File: config.mk
export PLATFORM = sky130hd
export DESIGN_NAME = lcd_triplex_drv
export DESIGN_NICKNAME = d
export VERILOG_FILES = /design/src/rtl/lcd_pkg.sv /design/src/rtl/lcd_serial_rx.sv /design/src/rtl/lcd_frame_timer.sv /design/src/rtl/lcd_level_mux.sv /design/src/rtl/lcd_triplex_drv.sv
export SDC_FILE = /design/constraint.sdc
export NUM_CORES = 1
export LEC_CHECK = 0
export ABC_CLOCK_PERIOD_IN_PS = 2720
export BUFFER_PORTS_ARGS = -buffer_cell sky130_fd_sc_hd__buf_2
export CAP_MARGIN = 10
export CELL_PAD_IN_SITES_DETAIL_PLACEMENT = 1
export CELL_PAD_IN_SITES_GLOBAL_PLACEMENT = 1
export CORE_MARGIN = 4
export CORE_UTILIZATION = 44
export DETAILED_ROUTE_END_ITERATION = 7
export PLACE_DENSITY_LB_ADDON = 0.1
export SLEW_MARGIN = 30
export SYNTH_ARGS = -nofsm -noshare
export SYNTH_HDL_FRONTEND = slang
export SYNTH_SLANG_ARGS = --single-unit
File: constraint.sdc
create_clock -name clk -period 2.72 [get_ports clk]
set_input_delay 0.408 -clock clk [delete_from_list [all_inputs] [get_ports clk]]
set_output_delay 0.408 -clock clk [all_outputs]
set_load 0.005 [all_outputs]
File: src/rtl/lcd_pkg.sv
package lcd_pkg;
    typedef logic [1:0] lvl_t;
    localparam lvl_t LVL_GND   = 2'd0;
    localparam lvl_t LVL_THIRD = 2'd1;
    localparam lvl_t LVL_TWO3  = 2'd2;
    localparam lvl_t LVL_FULL  = 2'd3;
endpackage

File: src/rtl/lcd_serial_rx.sv
module lcd_serial_rx #(
    parameter int NBITS = 36
) (
    input  logic             clk,
    input  logic             rst,
    input  logic             sel_i,
    input  logic             sck_i,
    input  logic             sdi_i,
    output logic [NBITS-1:0] seg_bits_o
);
    localparam int CW = $clog2(NBITS + 2);
    localparam logic [CW-1:0] CNT_FULL = CW'(NBITS);
    localparam logic [CW-1:0] CNT_SAT  = CW'(NBITS + 1);

    typedef struct packed {
        logic [2:0]       sel_sy;
        logic [2:0]       sck_sy;
        logic [1:0]       sdi_sy;
        logic [NBITS-1:0] shreg;
        logic [CW-1:0]    cnt;
        logic [NBITS-1:0] latch;
    } rx_t;

    rx_t rx_d, rx_q;
    logic sel_now, sel_fall, sck_rise;

    always_comb begin
        rx_d        = rx_q;
        rx_d.sel_sy = {rx_q.sel_sy[1:0], sel_i};
        rx_d.sck_sy = {rx_q.sck_sy[1:0], sck_i};
        rx_d.sdi_sy = {rx_q.sdi_sy[0], sdi_i};
        sel_now     = rx_q.sel_sy[1];
        sel_fall    = rx_q.sel_sy[2] & ~rx_q.sel_sy[1];
        sck_rise    = rx_q.sck_sy[1] & ~rx_q.sck_sy[2];
        if (sel_now && sck_rise) begin
            rx_d.shreg = {rx_q.shreg[NBITS-2:0], rx_q.sdi_sy[1]};
            if (rx_q.cnt != CNT_SAT) rx_d.cnt = rx_q.cnt + 1'b1;
        end
        if (!sel_now) rx_d.cnt = '0;
        if (sel_fall && (rx_q.cnt == CNT_FULL)) rx_d.latch = rx_q.shreg;
    end

    always_ff @(posedge clk) begin
        if (rst) rx_q <= '0;
        else     rx_q <= rx_d;
    end

    assign seg_bits_o = rx_q.latch;

    // the image moves only in the cycle after a detected select fall
    a_r7_latch_hold: assert property (@(posedge clk) disable iff (rst)
        !sel_fall |=> $stable(rx_q.latch));
    // no edge counting while select is low
    a_r6_idle_count: assert property (@(posedge clk) disable iff (rst)
        !sel_now |=> (rx_q.cnt == '0));
    // reset blanks the image
    a_r1_reset_blank: assert property (@(posedge clk)
        rst |=> (rx_q.latch == '0));
endmodule

File: src/rtl/lcd_frame_timer.sv
module lcd_frame_timer #(
    parameter int SLOT_CYC = 32,
    parameter int NSLOT    = 6
) (
    input  logic                       clk,
    input  logic                       rst,
    output logic [$clog2(NSLOT)-2:0]   bp_idx_o,
    output logic                       neg_o
);
    localparam int CTW = $clog2(SLOT_CYC);
    localparam int SW  = $clog2(NSLOT);
    localparam logic [CTW-1:0] CNT_MAX  = CTW'(SLOT_CYC - 1);
    localparam logic [SW-1:0]  SLOT_MAX = SW'(NSLOT - 1);

    typedef struct packed {
        logic [CTW-1:0] cnt;
        logic [SW-1:0]  slot;
    } ft_t;

    ft_t ft_d, ft_q;

    always_comb begin
        ft_d = ft_q;
        if (ft_q.cnt == CNT_MAX) begin
            ft_d.cnt  = '0;
            ft_d.slot = (ft_q.slot == SLOT_MAX) ? '0 : ft_q.slot + 1'b1;
        end else begin
            ft_d.cnt = ft_q.cnt + 1'b1;
        end
    end

    always_ff @(posedge clk) begin
        if (rst) ft_q <= '0;
        else     ft_q <= ft_d;
    end

    assign bp_idx_o = ft_q.slot[SW-1:1];
    assign neg_o    = ft_q.slot[0];

    // counters stay inside their ranges
    a_r2_in_range: assert property (@(posedge clk) disable iff (rst)
        (ft_q.cnt <= CNT_MAX) && (ft_q.slot <= SLOT_MAX));
    // the slot steps by one, with wrap, after the last cycle of a slot
    a_r2_slot_step: assert property (@(posedge clk) disable iff (rst)
        (ft_q.cnt == CNT_MAX) |=> (ft_q.cnt == '0) &&
        (ft_q.slot == (($past(ft_q.slot) == SLOT_MAX) ? SW'(0) : SW'($past(ft_q.slot) + 1'b1))));
    // the slot holds within a slot period
    a_r2_slot_hold: assert property (@(posedge clk) disable iff (rst)
        (ft_q.cnt != CNT_MAX) |=> $stable(ft_q.slot));
endmodule

File: src/rtl/lcd_level_mux.sv
module lcd_level_mux
    import lcd_pkg::*;
#(
    parameter int NBP  = 3,
    parameter int NSEG = 12,
    parameter int BW   = 2
) (
    input  logic [NBP*NSEG-1:0] seg_bits_i,
    input  logic [BW-1:0]       bp_idx_i,
    input  logic                neg_i,
    output logic [NBP*2-1:0]    bp_lvl_o,
    output logic [NSEG*2-1:0]   seg_lvl_o
);
    for (genvar b = 0; b < NBP; b++) begin : g_bp
        always_comb begin
            if (bp_idx_i == BW'(b)) bp_lvl_o[2*b +: 2] = neg_i ? LVL_GND  : LVL_FULL;
            else                    bp_lvl_o[2*b +: 2] = neg_i ? LVL_TWO3 : LVL_THIRD;
        end
    end

    for (genvar s = 0; s < NSEG; s++) begin : g_seg
        logic seg_on;
        always_comb begin
            seg_on = 1'b0;
            for (int b = 0; b < NBP; b++)
                if (bp_idx_i == BW'(b)) seg_on = seg_bits_i[b*NSEG + s];
            if (seg_on) seg_lvl_o[2*s +: 2] = neg_i ? LVL_FULL  : LVL_GND;
            else        seg_lvl_o[2*s +: 2] = neg_i ? LVL_THIRD : LVL_TWO3;
        end
    end
endmodule

File: src/rtl/lcd_triplex_drv.sv
module lcd_triplex_drv #(
    parameter int NBP      = 3,
    parameter int NSEG     = 12,
    parameter int SLOT_CYC = 32
) (
    input  logic              clk,
    input  logic              rst,
    input  logic              sel_i,
    input  logic              sck_i,
    input  logic              sdi_i,
    output logic [NBP*2-1:0]  bp_lvl_o,
    output logic [NSEG*2-1:0] seg_lvl_o
);
    localparam int NBITS = NBP * NSEG;
    localparam int NSLOT = 2 * NBP;
    localparam int BW    = $clog2(NSLOT) - 1;

    logic [NBITS-1:0] seg_bits;
    logic [BW-1:0]    bp_idx;
    logic             neg;

    lcd_serial_rx #(.NBITS(NBITS)) u_rx (
        .clk(clk), .rst(rst), .sel_i(sel_i), .sck_i(sck_i), .sdi_i(sdi_i),
        .seg_bits_o(seg_bits)
    );

    lcd_frame_timer #(.SLOT_CYC(SLOT_CYC), .NSLOT(NSLOT)) u_timer (
        .clk(clk), .rst(rst), .bp_idx_o(bp_idx), .neg_o(neg)
    );

    lcd_level_mux #(.NBP(NBP), .NSEG(NSEG), .BW(BW)) u_mux (
        .seg_bits_i(seg_bits), .bp_idx_i(bp_idx), .neg_i(neg),
        .bp_lvl_o(bp_lvl_o), .seg_lvl_o(seg_lvl_o)
    );

    logic [NBP-1:0]  bp_extreme;
    logic [NSEG-1:0] seg_odd;
    for (genvar b = 0; b < NBP; b++) begin : g_chk_bp
        assign bp_extreme[b] = (bp_lvl_o[2*b] == bp_lvl_o[2*b+1]);
    end
    for (genvar s = 0; s < NSEG; s++) begin : g_chk_seg
        assign seg_odd[s] = seg_lvl_o[2*s];
    end

    // exactly one backplane sits at a supply rail
    a_r3_one_active: assert property (@(posedge clk) disable iff (rst)
        $countones(bp_extreme) == 1);
    // in a positive slot every segment code is 0 or 2
    a_r4_pos_even: assert property (@(posedge clk) disable iff (rst)
        !neg |-> (seg_odd == '0));
    // in a negative slot every segment code is 1 or 3
    a_r4_neg_odd: assert property (@(posedge clk) disable iff (rst)
        neg |-> (seg_odd == '1));
endmodule

* Yosys cells after proc, flatten, opt, wreduce, memory -nomap -nowiden
Cells that the tools add are included.
Storage, ports and cells: flip-flop bits (word level) 94, input port bits 5, output and inout port bits 30, logic and storage cells 83
Operators by class: $add $sub $neg 3, equality and inequality tests 6, mux-type cells 56, bitwise logic cells 4, reductions and logical operators 6
Operators with widths (number):
- $mux W2 | 19
- $mux W1 | 36
- $add A6 B1 Y6 const B | 1
- $eq A6 B6 Y1 const B | 1
- $ne A6 B6 Y1 const B | 1
- $add A5 B1 Y5 const B | 1
- $eq A5 B5 Y1 const B | 1
- $reduce_or A2 Y1 | 2
- $add A3 B1 Y3 const B | 1
- $eq A3 B3 Y1 const B | 1
- $mux W3 | 1
- $and A1 B1 Y1 | 2
- $eq A2 B1 Y1 const B | 1
- $eq A2 B2 Y1 const B | 1
- $logic_and A1 B1 Y1 | 2
- $logic_not A2 Y1 | 1
- $not A1 Y1 | 2
- $reduce_and A2 Y1 | 1

* Depth between registers and ports, before layout
Gate-level depths: netlist of run 1.
depth after elaboration 5, depth in mapped cells 7, depth with buffers taken out 6

* Hierarchy
From an unflattened synthesis of run 1, not the netlist that was laid out.
Unflattened totals: cell total of the unflattened synthesis 531, area total of the unflattened synthesis 4469.3 sq um
By module, submodules not included:
- lcd_serial_rx | times used 1, cells an instance 414, area each 3437.0 sq um, sequential area each 1721.7 sq um
- lcd_level_mux | times used 1, cells an instance 85, area each 678.2 sq um, sequential area each 0.0 sq um
- lcd_frame_timer | times used 1, cells an instance 32, area each 354.1 sq um, sequential area each 160.2 sq um

* Worst setup path before layout of run 1
OpenSTA, ideal clock, no wires.
path type register -> output, from reg u_timer.ft_q, in the netlist u_timer.neg_o, to out bp_lvl_o[0], data arrival time 1.712 ns, data required time 2.312 ns, setup slack 0.600 ns, stages on the path, launching flop included 6, path buffers 2, path through dfxtp_1 clkbuf_1 buf_2 inv_1 ha_1 or2_2
Between the ends: word-level cells in the longest chain between the ends 2
RTL lines:
- from (decl) | RTL line lcd_frame_timer.sv:20 | ft_t ft_d, ft_q;
- from (signal assigned) | RTL line lcd_frame_timer.sv:34 | else ft_q <= ft_d;
- $mux W2 (on tied branches) | RTL line lcd_level_mux.sv:17, lcd_level_mux.sv:16
- $mux W2 * | RTL line lcd_level_mux.sv:16 | if (bp_idx_i == BW'(b)) bp_lvl_o[2*b +: 2] = neg_i ? LVL_GND : LVL_FULL;
- to (decl) | RTL line lcd_triplex_drv.sv:11 | output logic [NBP*2-1:0] bp_lvl_o,
Mark *: on every way between the ends. The rest lies on a longest branch, timed or not.

* Worst setup path after layout of run 1
from reg u_timer.ft_q, in the netlist u_timer.bp_idx_o[1], to out seg_lvl_o[7]
Between the ends: word-level cells in the longest chain between the ends 5
RTL lines:
- $logic_not A2 Y1 | RTL line lcd_level_mux.sv:26 | if (bp_idx_i == BW'(b)) seg_on = seg_bits_i[b*NSEG + s];
- $mux W1 (2 in series) | RTL line lcd_level_mux.sv:26
- $mux W1 * | RTL line lcd_level_mux.sv:26
- $mux W2 * | RTL line lcd_level_mux.sv:27 | if (seg_on) seg_lvl_o[2*s +: 2] = neg_i ? LVL_FULL : LVL_GND;
- to (decl) | RTL line lcd_triplex_drv.sv:12 | output logic [NSEG*2-1:0] seg_lvl_o
Marks and branches as above.

==> results of run 1 <==
## cells in the mapped netlist (all sizes together)
cell and number:
nand2b 2, a2111o 1, and4bb 1, nand3 38
o22ai 3, nor3 3, or3 1, nand2 82
mux2i 16, dfxtp 94, nor2b 8, or4 1
or2 3, inv 8, a211oi 1, ha 11
xor2 1, o31ai 1, nor2 4, and3 1
buf 31, nand4bb 1, xnor2 14, and3b 2
o2bb2ai 9, nor3b 2, nand3b 2, clkbuf 22
a21oi 78, o21ai 38, nand4b 1
## cell type report
class / count / area [um2] / area share (%)
clock buffers: 11 / 141 / 3.26
clock inverters: 2 / 35.0 / 0.808
inverters: 8 / 30.0 / 0.693
multi-input cells: 325 / 1850 / 42.6
flip-flops and latches: 94 / 1880 / 43.4
well taps: 108 / 135 / 3.12
repair buffers: 45 / 265 / 6.12
## report_power, final
part | switching [mW] | leakage, nW | total [mW] | internal (mW)
clock network | 0.455 | 0.0911 | 0.890 | 0.435
logic | 0.0362 | 0.583 | 0.0483 | 0.0121
registers | 0.00509 | 0.759 | 1.39 | 1.38
## sequential cells by signal (all words and copies together), names as in the netlist
register          cells
u_rx.rx_q            45
u_rx.seg_bits_o      36
u_rx.rx_d             5
u_timer.ft_q          5
u_timer.bp_idx_o      2
u_timer.neg_o         1
## per-layer routing
metal,global-route usage [%],vias to the layer above,part of all wire (%),wire length (um)
li1,-,1627,-,-
met1,23.1,1598,47,4490
met2,32.0,48,49,4670
met3,3.30,10,2.8,267
met4,5.51,0,1.3,121
met5,0,-,0,0
## path summary, 6_finish.rpt
check	start	to	slack [ps]	cells past startpoint
setup / recovery	u_timer.bp_idx_o[1]$_SDFFE_PP0N_	seg_lvl_o[7]	490	5
hold / removal	sdi_i	u_rx.rx_d[79]$_SDFF_PP0_	270	2
setup reg to reg	u_rx.rx_q[38]$_SDFFE_PP0P_	u_rx.seg_bits_o[21]$_SDFFE_PP0P_	1020	4
hold reg to reg	u_rx.rx_d[79]$_SDFF_PP0_	u_rx.rx_q[79]$_SDFF_PP0_	450	1
## through the flow
stage	setup WS, ps	hold WS [ps]
6_report	486	266
5_1_grt	327	275
4_1_cts	446	258
3_5_place_dp	853	431
3_3_place_gp	944	420
2_1_floorplan	600	414
## cell families (layout without fill, tap and decap cells)
family                     Yosys count  after routing
xor gates and xnor gates            15             15
AOI/OAI and AO/OA                  131            131
adders and majority gates           11             11
buffers and inverters               61             66
and+or+nand+nor                    152            152
DFF                                 94             94
muxes                               16             16
## cells in the final DEF, fill, tap and decap left out
cell type	count
buf_4	10
or4_1	1
xnor2_1	14
nand3b_1	1
o2bb2ai_1	9
buf_2	34
nor3b_1	2
and3_1	1
a211oi_1	1
nand4b_1	1
xor2_1	1
nand4bb_1	1
a2111o_1	1
o31ai_1	1
buf_12	1
nand2_1	82
clkinv_2	1
nor3_1	3
nand2b_1	2
nor2_1	4
mux2i_1	16
nor2b_1	8
a21oi_1	78
bufinv_16	1
clkbuf_1	1
o21ai_0	38
or3_1	1
ha_1	11
o22ai_1	3
and4bb_2	1
clkbuf_8	10
or2_2	3
inv_1	8
dfxtp_1	94
nand3b_2	1
and3b_1	2
nand3_1	38
==> results.json, run 1 <==
{
  "outcome": "finished, final reports clean",
  "syn_area_mm2": 0.00404,
  "grt_max_degree": 88,
  "p_leak_nw": 1.43,
  "cp_max_fo": 11,
  "synth_fa_ha_area_share_pct": 3.41,
  "crit_path_top_delay_cell": "dfxtp_1",
  "core_mm2": 0.00885,
  "grt_util_all_layers_pct": 18.4,
  "p_per_area_mw_per_mm2": 537,
  "cts_htree_levels": 3,
  "final_cell_area_mm2": 0.00434,
  "slowest_delay_ps": 650,
  "ys_seq_area_share_pct": 46.6,
  "worstHoldPathType": "in2reg",
  "drive_above_1_share_pct": 12.8,
  "cts_tree": "yes",
  "post-dp-hpwl_mm": 6.28,
  "fill_cells": 1089,
  "required_ps": 2310,
  "rsz0062_at_grt": "no",
  "die-width_um": 104,
  "drt_wl_total_mm": 9.55,
  "final_cell_count_no_fill": 593,
  "clockBufferDepth": 2,
  "synth-simple-area-share_pct": 17.7,
  "maxSlewViolCount": 0,
  "synth_nets": 496,
  "critPathArrivalTime_ps": 1830,
  "start_util_pct": 45.7,
  "worstPathCellList": "nor2b_1 > buf_4 > o2bb2ai_1 > xnor2_1 > buf_2",
  "min_period_ps": 2230,
  "port_buffers": 34,
  "grt_pass1_wl_mm": 16.5,
  "avgViaCountPerCell": 5.54,
  "critPathCaptureType": "output port",
  "synth_cell_types": 35,
  "fin_worst_skew_ps": 14.7,
  "hold_viol": 0,
  "syn_to_final_growth_pct": 7.31,
  "ys_warn_count": 0,
  "final_nets": 499,
  "cp-start-kind": "flip-flop",
  "place.gp.congestion": 0.778,
  "synth_area_leader_cell": "dfxtp_1",
  "period_share_pct": 82.1,
  "synth-compound-area-share_pct": 17.4,
  "dp.cells": 580,
  "detail_route.wl_per_cell_um": 16.1,
  "synth_top_family_by_area": "simple AND/OR/NAND/NOR gates",
  "critical_path.top_delay_family": "flip-flops",
  "cts_sinks": 94,
  "clock_latency_ps": 360,
  "place_area_mm2": 0.00416,
  "path_buf_inv": 2,
  "ant_nets": 0,
  "numCtsBuffers": 9,
  "vias": 3283,
  "synthTopCellsByArea": "dfxtp_1, a21oi_1, nand2_1",
  "dieArea_mm2": 0.0108,
  "slew_headroom_pct": 39.0,
  "ios": 35,
  "die_h_um": 104,
  "clkSlewWorstSetupHoldPaths_ps": 90,
  "rows": 34,
  "firstDrtPassIters": 4,
  "fin_util_pct": 49.0,
  "setup_viol": 0,
  "avgSynthCellArea_um2": 8.42,
  "fmax_mhz": 448,
  "synth_top_cell_area_share_pct": 46.6,
  "syn_inst": 480,
  "final.setup.tns_ps": 0,
  "synth_mux_area_share_pct": 3.96,
  "n_antenna_cell": 0,
  "cts-root-buf": "clkbuf_8",
  "grt.overflow.total": 0,
  "path_class": "reg2out",
  "drc": 0,
  "drv_cap": 0,
  "synth_seq_cells": 94,
  "antenna_found_initial": 0,
  "synth_xor_area_share_pct": 3.25,
  "power_mw": 2.33,
  "cts_setup_buffers": 0,
  "tightest_slew_ps": 914,
  "vdd_ir_drop_max_mv": 0.313,
  "drtIter0Drc": 118,
  "cts_resized": 0,
  "cts_hold_buf": 0,
  "grt_pass1_vias": 3380
}
No activity file was read; power rests on OpenSTA's default activity.
==> run 2, diff against run 1 <==
--- a/config.mk
+++ b/config.mk
@@ -5,13 +5,14 @@
 export SDC_FILE = /design/constraint.sdc
 export NUM_CORES = 1
 export LEC_CHECK = 0
-export ABC_CLOCK_PERIOD_IN_PS = 2720
+export ABC_AREA = 1
+export ABC_CLOCK_PERIOD_IN_PS = 2000
 export BUFFER_PORTS_ARGS = -buffer_cell sky130_fd_sc_hd__buf_2
 export CAP_MARGIN = 10
 export CELL_PAD_IN_SITES_DETAIL_PLACEMENT = 1
 export CELL_PAD_IN_SITES_GLOBAL_PLACEMENT = 1
 export CORE_MARGIN = 4
-export CORE_UTILIZATION = 44
+export CORE_UTILIZATION = 39
 export DETAILED_ROUTE_END_ITERATION = 7
 export PLACE_DENSITY_LB_ADDON = 0.1
 export SLEW_MARGIN = 30
==> constraint.sdc (replaced) <==
create_clock -name clk -period 2 [get_ports clk]
set_input_delay 0.3 -clock clk [delete_from_list [all_inputs] [get_ports clk]]
set_output_delay 0.3 -clock clk [all_outputs]
set_load 0.005 [all_outputs]
==> results.json, run 2 <==
{
  "port_buffers": 34,
  "drtIter0Drc": 116,
  "hold_viol": 0,
  "drive_above_1_share_pct": 14.8,
  "cts_htree_levels": 3,
  "fin_util_pct": 44.8,
  "synth_seq_cells": 94,
  "synth_area_leader_cell": "dfxtp_1",
  "use_met3_pct": 3.28,
  "fin_hold_ws_ps": 142,
  "dieArea_mm2": 0.0118,
  "place.gp.congestion": 0.800,
  "die-width_um": 108,
  "cts-root-buf": "clkbuf_8",
  "critPathArrivalTime_ps": 1590,
  "path_class": "reg2out",
  "n_antenna_cell": 0,
  "ant_nets": 0,
  "cp_max_fo": 6,
  "outcome": "finished, final reports clean",
  "post-dp-hpwl_mm": 5.95,
  "ys_warn_count": 0,
  "maxSlewViolCount": 0,
  "firstDrtPassIters": 4,
  "ios": 35,
  "mostFrequentLayoutCells": "nor2_1, dfxtp_1, o21ai_0, nand2_1, buf_2",
  "grt_max_degree": 76,
  "rows": 36,
  "grt_util_all_layers_pct": 16.5,
  "grt_pass1_wl_mm": 15.4,
  "cts_hold_buf": 0,
  "grt_pass1_vias": 3207,
  "syn_inst": 523,
  "min_period_ps": 1890,
  "tightest_slew_ps": 646,
  "synth_edf_count": 0,
  "clkSlewWorstSetupHoldPaths_ps": 90,
  "cp-start-kind": "flip-flop",
  "antenna_found_initial": 0,
  "period_share_pct": 94.3,
  "final.setup.tns_ps": 0,
  "largest_reg_flops": 45,
  "dp.cells": 662,
  "core_mm2": 0.00977,
  "slew_headroom_pct": 56.9,
  "rsz0062_at_grt": "no",
  "numCtsBuffers": 9,
  "synth_commonest_cells": "nor2_1, dfxtp_1, o21ai_0",
  "drv_cap": 0,
  "grtUsageMet2_pct": 27.9,
  "vdd_ir_drop_max_mv": 0.316,
  "synth_cell_types": 26,
  "clockBufferDepth": 2,
  "detail_route.wl_per_cell_um": 13.1,
  "final_nets": 559,
  "place_area_mm2": 0.00413,
  "synth-async-reset-ratio_pct": 0,
  "syn_area_mm2": 0.00393,
  "final_cell_area_mm2": 0.00438,
  "grt.overflow.total": 0,
  "vias": 3244,
  "drc": 0,
  "required_ps": 1700,
  "cts_sinks": 94,
  "synth_flop_cell": "dfxtp_1",
  "fin_worst_skew_ps": 6.45,
  "yosys.cell_count.top_type": "nor2_1",
  "drt_wl_total_mm": 8.90,
  "cts_tree": "yes",
  "syn_to_final_growth_pct": 11.3,
  "final_common_cell": "nor2_1",
  "setup_viol": 0,
  "critPathCaptureType": "output port",
  "avgViaCountPerCell": 4.76,
  "ys_seq_area_share_pct": 47.9,
  "avgSynthCellArea_um2": 7.52,
  "synth_top_cell_area_share_pct": 47.9,
  "synthTopCellsByArea": "dfxtp_1, nor2_1, o21ai_0",
  "synth_nets": 539,
  "largest-register": "u_rx.rx_q",
  "start_util_pct": 40.2,
  "die_h_um": 108,
  "p_per_area_mw_per_mm2": 745,
  "grtUsageMet1_pct": 20.9,
  "p_leak_nw": 1.91,
  "fmax_mhz": 530,
  "top_usage_layer": "met2",
  "final_cell_count_no_fill": 681,
  "clock_latency_ps": 360,
  "worstHoldPathType": "in2reg",
  "fill_cells": 1264
}
[run 2: cell types whose count changed after synthesis, moves of 12 or more]
cell / delta
nor2_1: +162
nand3_1: -18
a21oi_1: -71
xor2_1: +12
xnor2_1: -14
mux2i_1: -16
nand2_1: -30
inv_1: +15
buf_2: -12
o21ai_0: +31
[run 2: layout make-up]
| cell class | count | area, um2 | area share (%) |
|---|---|---|---|
| flip-flops and latches | 94 | 1890 | 43.2 |
| multi-input cells | 361 | 1710 | 39.0 |
| repair buffers | 48 | 299 | 6.83 |
| well taps | 133 | 166 | 3.80 |
| clock buffers | 12 | 155 | 3.55 |
| inverters | 29 | 114 | 2.60 |
| clock inverters | 4 | 45.0 | 1.03 |
[run 2: path summary, 6_finish.rpt]
kind,start,end,slack [ps],cells after the start
worst max register to register,u_rx.rx_q[36]$_SDFFE_PP0P_,u_rx.seg_bits_o[24]$_SDFFE_PP0P_,330,7
worst min-delay path,sck_i,u_rx.rx_d[81]$_SDFF_PP0_,140,3
worst max-delay path,u_timer.bp_idx_o[0]$_SDFFE_PP0N_,seg_lvl_o[7],110,6
worst min register to register,u_rx.rx_d[79]$_SDFF_PP0_,u_rx.rx_q[79]$_SDFF_PP0_,410,2
[run 2: logic make-up (layout without fill, tap and decap cells)]
| group | count (synthesis) | after routing | synth area share, % |
|---|---|---|---|
| buf+inv | 68 | 93 | 8.85 |
| xor+xnor | 13 | 13 | 2.90 |
| fa+ha+maj | 11 | 11 | 3.50 |
| flops | 94 | 94 | 47.9 |
| simple gates | 252 | 252 | 26.0 |
| compound gates | 85 | 85 | 10.9 |
[run 2: metal layers]
layer | part of all wire, % | vias to the layer above
met1 | 49 | 1519
met4 | 1.6 | 0
met3 | 3.5 | 15
li1 | - | 1672
met2 | 46 | 38
met5 | 0 | -
[run 2: stage by stage]
step / total power [mW] / worst slack, ps
2_1_floorplan: 2.01 / 163
3_3_place_gp: 2.03 / 351
3_5_place_dp: 2.03 / 275
4_1_cts: 3.33 / 0.733
5_1_grt: 3.42 / 2.92
6_report: 3.26 / 115
[run 2: worst max-delay path, stage by stage (launching register included)]
cell and delay [ps]:
dfxtp_4 370, nor2_4 160, clkbuf_4 220, nand2_1 60, nand3_1 130, xor2_1 150, buf_2 130
[run 2: report_power, final]
group          switching, mW  internal, mW  total (mW)  leakage [nW]
Sequential            0.0122          1.89        1.90         0.761
Combinational         0.0546        0.0296      0.0841          1.04
Clock                  0.637         0.641        1.28         0.106
[run 2: repair_timing]
item,4_1_cts,5_1_grt
setup buffers,2,0
setup endpoints to repair,9,15
resized for setup,2,9
hold endpoints to repair,0,0
gates cloned,0,1
pin swaps,1,1
